===== config.mk =====
export PLATFORM = sky130hd
export DESIGN_NAME = area_wait_ctrl
export DESIGN_NICKNAME = d
export VERILOG_FILES = /design/src/rtl/awc_pkg.sv /design/src/rtl/awc_decode.sv /design/src/rtl/awc_ctrl.sv /design/src/rtl/awc_regs.sv /design/src/rtl/area_wait_ctrl.sv
export SDC_FILE = /design/constraint.sdc
export NUM_CORES = 1
export LEC_CHECK = 0
export ABC_CLOCK_PERIOD_IN_PS = 1600
export BUFFER_PORTS_ARGS = -buffer_cell sky130_fd_sc_hd__buf_2
export CAP_MARGIN = 20
export CORE_MARGIN = 2
export CORE_UTILIZATION = 34
export CTS_CLUSTER_SIZE = 16
export DETAILED_ROUTE_END_ITERATION = 6
export PLACE_DENSITY = 0.73
export SLEW_MARGIN = 20
export SYNTH_ARGS = -nofsm -noshare
export SYNTH_HDL_FRONTEND = slang
export SYNTH_SLANG_ARGS = --single-unit

===== constraint.sdc =====
create_clock -name clk -period 1.6 [get_ports clk]
set_clock_uncertainty 0.15 [all_clocks]
set_input_delay 0.16 -clock clk [delete_from_list [all_inputs] [get_ports clk]]
set_output_delay 0.16 -clock clk [all_outputs]
set_load 0.005 [all_outputs]

===== src/rtl/awc_pkg.sv =====
package awc_pkg;
  // Strobes issued by the control to the register datapath
  typedef struct packed {
    logic finish;   // final cycle of the current access
    logic rdEn;     // final cycle of a read
    logic wrMode;   // final cycle of a write to the mode register
    logic wrProt;   // final cycle of a write to the guard register
  } awcStrobe_t;
endpackage


===== src/rtl/awc_decode.sv =====
module awc_decode #(
  parameter int ADDR_W    = 16,
  parameter int SFR_TOP   = 'h400,
  parameter int MODE_ADDR = 'h005,
  parameter int PROT_ADDR = 'h00A
) (
  input  logic [ADDR_W-1:0] addr,
  output logic              isSfr,
  output logic              isMode,
  output logic              isProt
);
  localparam logic [ADDR_W-1:0] SfrTopA  = ADDR_W'(SFR_TOP);
  localparam logic [ADDR_W-1:0] ModeA    = ADDR_W'(MODE_ADDR);
  localparam logic [ADDR_W-1:0] ProtA    = ADDR_W'(PROT_ADDR);

  always_comb begin
    isSfr  = addr < SfrTopA;
    isMode = addr == ModeA;
    isProt = addr == ProtA;
  end
endmodule


===== src/rtl/awc_ctrl.sv =====
module awc_ctrl
  import awc_pkg::*;
#(
  parameter int SFR_CYCLES  = 2,
  parameter int SLOW_CYCLES = 2
) (
  input  logic       clk,
  input  logic       rstN,
  input  logic       reqValid,
  input  logic       reqWrite,
  input  logic       isSfr,
  input  logic       isMode,
  input  logic       isProt,
  input  logic       waitBit,
  output awcStrobe_t strobe
);
  localparam int MaxCyc = (SFR_CYCLES > SLOW_CYCLES) ? SFR_CYCLES : SLOW_CYCLES;
  localparam int CntW   = $clog2(MaxCyc + 1);

  logic            busy;
  logic [CntW-1:0] cnt;
  logic [CntW-1:0] needReg;
  logic [CntW-1:0] needNow;
  logic            done;

  // Length is fixed at the first cycle of an access and kept while stretched
  always_comb begin
    if (isSfr)        needNow = CntW'(SFR_CYCLES);
    else if (waitBit) needNow = CntW'(SLOW_CYCLES);
    else              needNow = CntW'(1);
    if (busy) done = (cnt == needReg - CntW'(1));
    else      done = reqValid && (needNow == CntW'(1));
  end

  always_ff @(posedge clk) begin
    if (!rstN) begin
      busy    <= 1'b0;
      cnt     <= '0;
      needReg <= '0;
    end else if (!busy) begin
      if (reqValid && !done) begin
        busy    <= 1'b1;
        cnt     <= CntW'(1);
        needReg <= needNow;
      end
    end else if (done) begin
      busy <= 1'b0;
    end else begin
      cnt <= cnt + CntW'(1);
    end
  end

  always_comb begin
    strobe.finish = done;
    strobe.rdEn   = done && !reqWrite;
    strobe.wrMode = done && reqWrite && isMode;
    strobe.wrProt = done && reqWrite && isProt;
  end

  AST_SFR_TWO: assert property (@(posedge clk) disable iff (!rstN)
    (SFR_CYCLES > 1) && reqValid && !busy && isSfr |-> !strobe.finish);

  AST_FAST_NOWAIT: assert property (@(posedge clk) disable iff (!rstN)
    strobe.finish && !busy |-> !isSfr && !waitBit);

  AST_READY_ENDS: assert property (@(posedge clk) disable iff (!rstN)
    busy && strobe.finish |=> !busy);
endmodule


===== src/rtl/awc_regs.sv =====
module awc_regs
  import awc_pkg::*;
#(
  parameter int DATA_W   = 8,
  parameter int WAIT_BIT = 7,
  parameter int PROT_BIT = 1
) (
  input  logic              clk,
  input  logic              rstN,
  input  awcStrobe_t        strobe,
  input  logic [DATA_W-1:0] wdata,
  input  logic              isMode,
  input  logic              isProt,
  output logic              waitBit,
  output logic [DATA_W-1:0] rdata
);
  logic protBit;
  logic unusedWdata;

  assign unusedWdata = ^wdata;

  always_ff @(posedge clk) begin
    if (!rstN) begin
      waitBit <= 1'b0;
      protBit <= 1'b0;
    end else if (strobe.wrMode) begin
      if (protBit) begin
        waitBit <= wdata[WAIT_BIT];
        protBit <= 1'b0;
      end
    end else if (strobe.wrProt) begin
      protBit <= wdata[PROT_BIT];
    end
  end

  always_comb begin
    rdata = '0;
    if (strobe.rdEn) begin
      if (isMode) rdata[WAIT_BIT] = waitBit;
      if (isProt) rdata[PROT_BIT] = protBit;
    end
  end

  AST_LOCKED_MODE: assert property (@(posedge clk) disable iff (!rstN)
    !protBit |=> $stable(waitBit));

  AST_PROT_CLEARS: assert property (@(posedge clk) disable iff (!rstN)
    strobe.wrMode && protBit |=> !protBit);
endmodule


===== src/rtl/area_wait_ctrl.sv =====
module area_wait_ctrl
  import awc_pkg::*;
#(
  parameter int ADDR_W      = 16,
  parameter int DATA_W      = 8,
  parameter int SFR_TOP     = 'h400,
  parameter int MODE_ADDR   = 'h005,
  parameter int PROT_ADDR   = 'h00A,
  parameter int WAIT_BIT    = 7,
  parameter int PROT_BIT    = 1,
  parameter int SFR_CYCLES  = 2,
  parameter int SLOW_CYCLES = 2
) (
  input  logic              clk,
  input  logic              rstN,
  input  logic              reqValid,
  input  logic              reqWrite,
  input  logic [ADDR_W-1:0] reqAddr,
  input  logic [DATA_W-1:0] reqWdata,
  output logic              rspReady,
  output logic [DATA_W-1:0] rspRdata
);
  awcStrobe_t strobe;
  logic isSfr, isMode, isProt, waitBit;

  awc_decode #(.ADDR_W(ADDR_W), .SFR_TOP(SFR_TOP), .MODE_ADDR(MODE_ADDR),
               .PROT_ADDR(PROT_ADDR)) i_decode (
    .addr(reqAddr), .isSfr(isSfr), .isMode(isMode), .isProt(isProt));

  awc_ctrl #(.SFR_CYCLES(SFR_CYCLES), .SLOW_CYCLES(SLOW_CYCLES)) i_ctrl (
    .clk(clk), .rstN(rstN), .reqValid(reqValid), .reqWrite(reqWrite),
    .isSfr(isSfr), .isMode(isMode), .isProt(isProt), .waitBit(waitBit),
    .strobe(strobe));

  awc_regs #(.DATA_W(DATA_W), .WAIT_BIT(WAIT_BIT), .PROT_BIT(PROT_BIT)) i_regs (
    .clk(clk), .rstN(rstN), .strobe(strobe), .wdata(reqWdata),
    .isMode(isMode), .isProt(isProt), .waitBit(waitBit), .rdata(rspRdata));

  assign rspReady = strobe.finish;
endmodule


==> results.cfg, run 1 <==
[cts]
cts_tree = built
insertion_delay_ns = 0.25
cts.sink_count = 7
cts_buffer_depth = 2
cts_root_buf = clkbuf_4
cts_max_level = 1
cts.clk_slew.worst_paths_ns = 0.06
cts_buffers = 3

[logic_synthesis]
ys_seq_area_share_pct = 28.7
synth_top_area_cell = dfxtp_1
synth_mux_area_share_pct = 5.13
synth_compound_area_share_pct = 16.7
ys_warn_count = 0
avgSynthCellArea_um2 = 8.13
synth_xor_area_share_pct = 1.79
ys_types = 29
synthSimpleGateAreaFrac_pct = 35.4
synthAdderAreaFrac_pct = 0
yosys-top-cells-area = dfxtp_1, buf_4, nand2_1, nand3b_1, nor4bb_1
syn_area_um2 = 488
synth_top_family_by_area = simple AND/OR/NAND/NOR gates
synth_top_area_share_pct = 28.7
synth-seq-cells = 7
synth_cells = 60

[floorplanning]
io_pins = 37
die_y_um = 41.9
die_w_um = 41.9
core_area_um2 = 1320
start_util_pct = 37.0
row_count = 13
die_area_um2 = 1750

[worst_hold_path]
hold_class = input pin to flop
hold_depth = 3

[power]
pwr-share-clk_pct = 41.5
p_per_area_nw_per_um2 = 526
pwr-share-seq_pct = 44.8
pwr-share-comb_pct = 13.6
intPower_mw = 0.295
swShare_pct = 24.8
vdd_ir_drop_max_mv = 0.299
p_leak_nw = 0.338
power_mw = 0.393
power.switching_mw = 0.0973

[critical_path]
required_ns = 1.29
cp_slowest_cell = mux2_4
critical-path-max-stage-delay_ns = 0.34
crit_path_end_kind = output port
startpoint_type = flop
critPathArrivalTime_ns = 1.45
rrSetupSlack_ns = -0.10
r2r_cells = 6
criticalPathCategory = flop to output port
path_cells = xnor2_2 -> mux2_4 -> nor2_2 -> and3_1 -> buf_2
cp_max_fo = 3

[place]
portBuffers = 24
place_congestion = 0.760
hpwl_um = 966
dp_slack_ns = -0.0302

[sta]
drv_slew = 0
post-route-min-period_ns = 1.76
post-route-period-util_pct = 110
rsz0062_at_grt = true
setup_violations = 5
fmax_ghz = 0.569
hold_violations = 0
fin_ws_ns = -0.156
timing.slew.headroom_pct = 65.4
fin_tns_setup_ns = -0.567
worstMarginPinSlew_ns = 0.513
fin_hold_ws_ns = 0.00519

[outcome]
violations = setup timing
status = finished, violations left

[route]
vias = 580
dr.pass1.iters = 4
vias_per_cell = 5.18
wire_per_inst_um = 11.2
first_iter_violations = 19
detail-route-antenna-nets = 0
drc = 0
wl_mm = 1.26

[finish]
layout_commonest_cell = buf_2
final_core_util_pct = 56.7
syn2layout_area_growth_pct = 53.1
num_antenna_cells = 0
layout_common_cells = buf_2, buf_4, nand2_1
nNetsFinal = 126
drive_gt1_share_pct = 48.5
num-fill-cells = 129

[job]
maxCapViolCount = 0

[global_route]
antenna_found_initial = 0
grt_usage_pct = 14.6
grt_pass1_wl_mm = 2.06
grt_pass1_vias = 534
overflow = 0
grt_start_max_net_pins = 10
==> worst max-delay path: cells and delay by family, from the launching register on <==
kind                      cells  cell delay (ns)
muxes                         1             0.34
xor gates and xnor gates      1             0.19
and+or+nand+nor               2             0.23
DFF                           1             0.33
buffers and inverters         1             0.11
==> cells by family (layout without fill, tap and decap cells) <==
kind of cell / count (synthesis) / after routing
xor gates and xnor gates: 1 / 1
muxes: 2 / 2
other: 1 / 6
buffers and inverters: 9 / 41
and+or+nand+nor: 29 / 29
DFF: 7 / 7
AOI/OAI and AO/OA: 11 / 11
==> final cells by class <==
type | instances | area [um2] | area share, %
Sequential cell | 7 | 141 | 18.9
Clock buffer | 3 | 22.5 | 3.02
Inverter | 3 | 11.3 | 1.51
Timing Repair Buffer | 34 | 199 | 26.6
Multi-Input combinational cell | 49 | 349 | 46.7
Tap cell | 15 | 18.8 | 2.51
Clock inverter | 1 | 5.00 | 0.670
==> what timing repair did <==
action / 4_1_cts / 5_1_grt
setup endpoints to repair: 5 / 5
hold buffers: 0 / 0
resized for setup: 6 / 2
setup buffers: 2 / 1
pin swaps: 4 / 0
==> power groups by stage <==
| stage | sequential (mW) | combinational, mW | clock [mW] |
|---|---|---|---|
| 5_1_grt | 0.176 | 0.0608 | 0.178 |
| 3_5_place_dp | 0.180 | 0.0510 | 0 |
| 4_1_cts | 0.176 | 0.0519 | 0.170 |
| 2_1_floorplan | 0.180 | 0.0269 | 0 |
| 6_report | 0.176 | 0.0535 | 0.163 |
| 3_3_place_gp | 0.180 | 0.0497 | 0 |
==> registers in the layout, indices dropped and copies added, names as in the netlist <==
| signal | flops |
|---|---|
| i_ctrl.needReg | 2 |
| i_regs.protBit | 1 |
| i_ctrl.cnt | 2 |
| i_regs.waitBit | 1 |
| i_ctrl.busy | 1 |
==> cells in the mapped netlist <==
cell / count
nand2_1: 8
dfxtp_1: 7
buf_4: 6
nor2_1: 4
inv_1: 3
nand3b_1: 3
a21boi_0: 2
a21oi_1: 2
and3_1: 2
nand4_1: 2
nor3_1: 2
nor4bb_1: 2
a31oi_1: 1
and3_2: 1
conb_1: 1
mux2_4: 1
mux2i_1: 1
nand3_1: 1
nor3b_1: 1
nor4_1: 1
nor4_2: 1
o2111a_1: 1
o2111ai_1: 1
o21ai_0: 1
o221ai_1: 1
o311ai_1: 1
o31ai_1: 1
or3b_4: 1
xnor2_1: 1
==> routing by layer <==
layer  up-vias  track usage (%)  share of wire [%]
met5         -                0                  0
met4         0             5.81                1.0
met3         2             1.74                6.4
met2        21             28.7                 55
met1       270             15.2                 37
li1        287                -                  -
==> final timing paths <==
path | endpoint | start
setup / recovery | rspRdata[1] | i_ctrl.needReg[1]
hold / removal | i_regs.waitBit | reqWdata[7]
setup reg to reg | i_regs.protBit | i_ctrl.needReg[1]
hold reg to reg | i_regs.waitBit | i_regs.waitBit
==> per-stage QoR <==
step	instance area, um2	instances
6_report	747	112
5_1_grt	747	112
4_1_cts	726	111
3_5_place_dp	653	105
3_3_place_gp	653	105
2_1_floorplan	507	65
Note: power is estimated with default switching activity, not from simulation.
==> run 2: changes to the inputs <==
--- a/config.mk
+++ b/config.mk
@@ -5,14 +5,16 @@
 export SDC_FILE = /design/constraint.sdc
 export NUM_CORES = 1
 export LEC_CHECK = 0
+export ABC_AREA = 1
 export ABC_CLOCK_PERIOD_IN_PS = 1600
 export BUFFER_PORTS_ARGS = -buffer_cell sky130_fd_sc_hd__buf_2
 export CAP_MARGIN = 20
 export CORE_MARGIN = 2
-export CORE_UTILIZATION = 34
+export CORE_UTILIZATION = 33
 export CTS_CLUSTER_SIZE = 16
 export DETAILED_ROUTE_END_ITERATION = 6
-export PLACE_DENSITY = 0.73
+export PLACE_DENSITY = 0.82
+export SETUP_SLACK_MARGIN = 0.4
 export SLEW_MARGIN = 20
 export SYNTH_ARGS = -nofsm -noshare
 export SYNTH_HDL_FRONTEND = slang
==> results.cfg, run 2 <==
[place]
hpwl_um = 921
place_congestion = 0.774
dp_slack_ns = 0.114
dpl-instance-area_um2 = 604
portBuffers = 24

[sta]
fin_hold_ws_ns = 0.0277
post-route-period-util_pct = 104
drv_slew = 0
fmax_ghz = 0.603
fin_ws_ns = -0.0589
rsz0062_at_grt = true
hold_violations = 0
fin_tns_setup_ns = -0.102
post-route-min-period_ns = 1.66
setup_violations = 2

[critical_path]
required_ns = 1.29
startpoint_type = flop
r2r_cells = 10
worstReg2RegStart = i_ctrl.cnt[0]
critical-path-max-stage-delay_ns = 0.33
critPathArrivalTime_ns = 1.35
cpMostUsedCell = nand2_1
r2r_end = i_ctrl.cnt[1]
crit_path_end_kind = output port
rrSetupSlack_ns = 0.03
criticalPathCategory = flop to output port
cp_top_family = simple AND/OR/NAND/NOR gates
critPathBufInv = 2
path_cells = inv_2 -> nand2_2 -> nand2_1 -> nand2_1 -> nand2_1 -> nand2_1 -> nand2_2 -> nand2_2 -> nor4_2 -> buf_2
cp_slowest_cell = dfxtp_2
cp_max_fo = 3

[finish]
fin_area_um2 = 709
num_antenna_cells = 0
syn2layout_area_growth_pct = 49.2
layout_common_cells = buf_2, nor2_1, nand2_1
top_regs = i_ctrl.cnt: 2 flops, i_ctrl.needReg: 2 flops
layout_commonest_cell = buf_2
nNetsFinal = 143
drive_gt1_share_pct = 44.7

[route]
detail-route-antenna-nets = 0
wire_per_inst_um = 8.89
vias_per_cell = 4.63
vias = 597
dr.pass1.iters = 2
wl_mm = 1.15
met2RoutedLength_um = 549
first_iter_violations = 5
wl_met1_um = 462
wl_met3_um = 125
drc = 0
maxUsedRoutingLayer = met4

[global_route]
grt_usage_pct = 13.2
antenna_found_initial = 0
grt_start_max_net_pins = 5
grt_pass1_wl_mm = 1.81
overflow = 0
grt_pass1_vias = 511

[logic_synthesis]
synth_common_cells = nand2_1, nor2_1, inv_1, nand3_1, dfxtp_1
synth_top_area_cell = dfxtp_1
yosys-top-cells-area = dfxtp_1, nand2_1, nor2_1, buf_4, nand3_1
ys_types = 16
syn_area_um2 = 475
synth-seq-cells = 7
ys_async_sr_fraction_pct = 0
synth-main-ff-cell = dfxtp_1
synth_edf_count = 0
ys_seq_area_share_pct = 29.5
synth_cells = 80
ys_warn_count = 0
avgSynthCellArea_um2 = 5.94
yosysMostFrequentCell = nand2_1
synth_top_area_share_pct = 29.5

[floorplanning]
core_area_um2 = 1320
io_pins = 37
die_y_um = 42.0
die_area_um2 = 1760
die_w_um = 42.0
start_util_pct = 36.1
row_count = 13

[worst_hold_path]
holdPathEnd = i_regs.waitBit
hp-start = rstN
hold_depth = 3
hold_class = input pin to flop

[cts]
insertion_delay_ns = 0.25
cts_root_buf = clkbuf_4
cts_tree = built
cts.clk_slew.worst_paths_ns = 0.05
cts_max_level = 1
cts_buffers = 3
cts.sink_count = 7
cts_buffer_depth = 2

[power]
p_leak_nw = 0.347
power_mw = 0.392
vdd_ir_drop_max_mv = 0.274
p_per_area_nw_per_um2 = 552

[job]
maxCapViolCount = 0

[outcome]
status = finished, violations left
violations = setup timing
run 2: cell types whose count changed in the layout (fill, tap and decap cells not counted), sizes merged, moves of 2 or more:
cell,delta
nor4bb,-2
buf,-5
nand3,+7
and3,-3
nand2,+11
inv,+7
nand3b,-3
nor2,+12
dlygate4sd3,+2
a21boi,-2
run 2: worst min-delay path, cell delays in order:
cell     delay [ns]
buf_2          0.12
nand2_1        0.06
nor2_1         0.04
run 2: power by group:
part | switching (mW) | internal, mW
combinational | 0.0291 | 0.0311
clock | 0.0616 | 0.0949
sequential | 0.000833 | 0.174
run 2: stage by stage:
| step | util, % | instances |
|---|---|---|
| final | 53.8 | 129 |
| after global placement | 45.9 | 118 |
| after CTS | 52.7 | 129 |
| after detailed placement | 45.9 | 118 |
| after global routing | 53.8 | 129 |
| after floorplan | - | 85 |
run 2: metal layers:
layer | GRT usage, % | up-vias
met3 | 3.48 | 2
met2 | 22.8 | 24
met5 | 0 | -
met4 | 9.68 | 0
li1 | - | 311
met1 | 13.6 | 260
run 2: cell families after synthesis:
logic type / count (synthesis) / share of synthesized area (%)
simple gates: 51 / 47.1
buf+inv: 16 / 17.4
flops: 7 / 29.5
compound gates: 5 / 5.26
other cells: 1 / 0.789
run 2: repair_timing:
action / 4_1_cts / 5_1_grt
hold buffers: 2 / 0
setup endpoints to repair: 7 / 8
pin swaps: 3 / 2
setup buffers: 5 / 0
endpoints found under the hold margin: 2 / 0
resized for setup: 4 / 6
run 2: final cells by class:
type,instances,area (um2)
well taps,15,18.8
clock buffers,4,26.3
inverters,10,37.5
repair buffers,31,178
flip-flops and latches,7,148
multi-input cells,62,302
fillers,136,608
run 2: how the worst max path moves through the flow:
stage	end	slack [ns]	startpoint	depth (start not counted)
after floorplan	rspRdata[1]	0.33	i_ctrl.needReg[0]	8
after global placement	rspRdata[7]	0.15	i_ctrl.needReg[0]	9
after detailed placement	rspRdata[7]	0.11	i_ctrl.needReg[0]	9
after CTS	rspRdata[7]	-0.08	i_ctrl.needReg[0]	9
after global routing	rspRdata[7]	-0.16	i_ctrl.cnt[1]	10
final	rspRdata[7]	-0.06	i_ctrl.cnt[1]	10
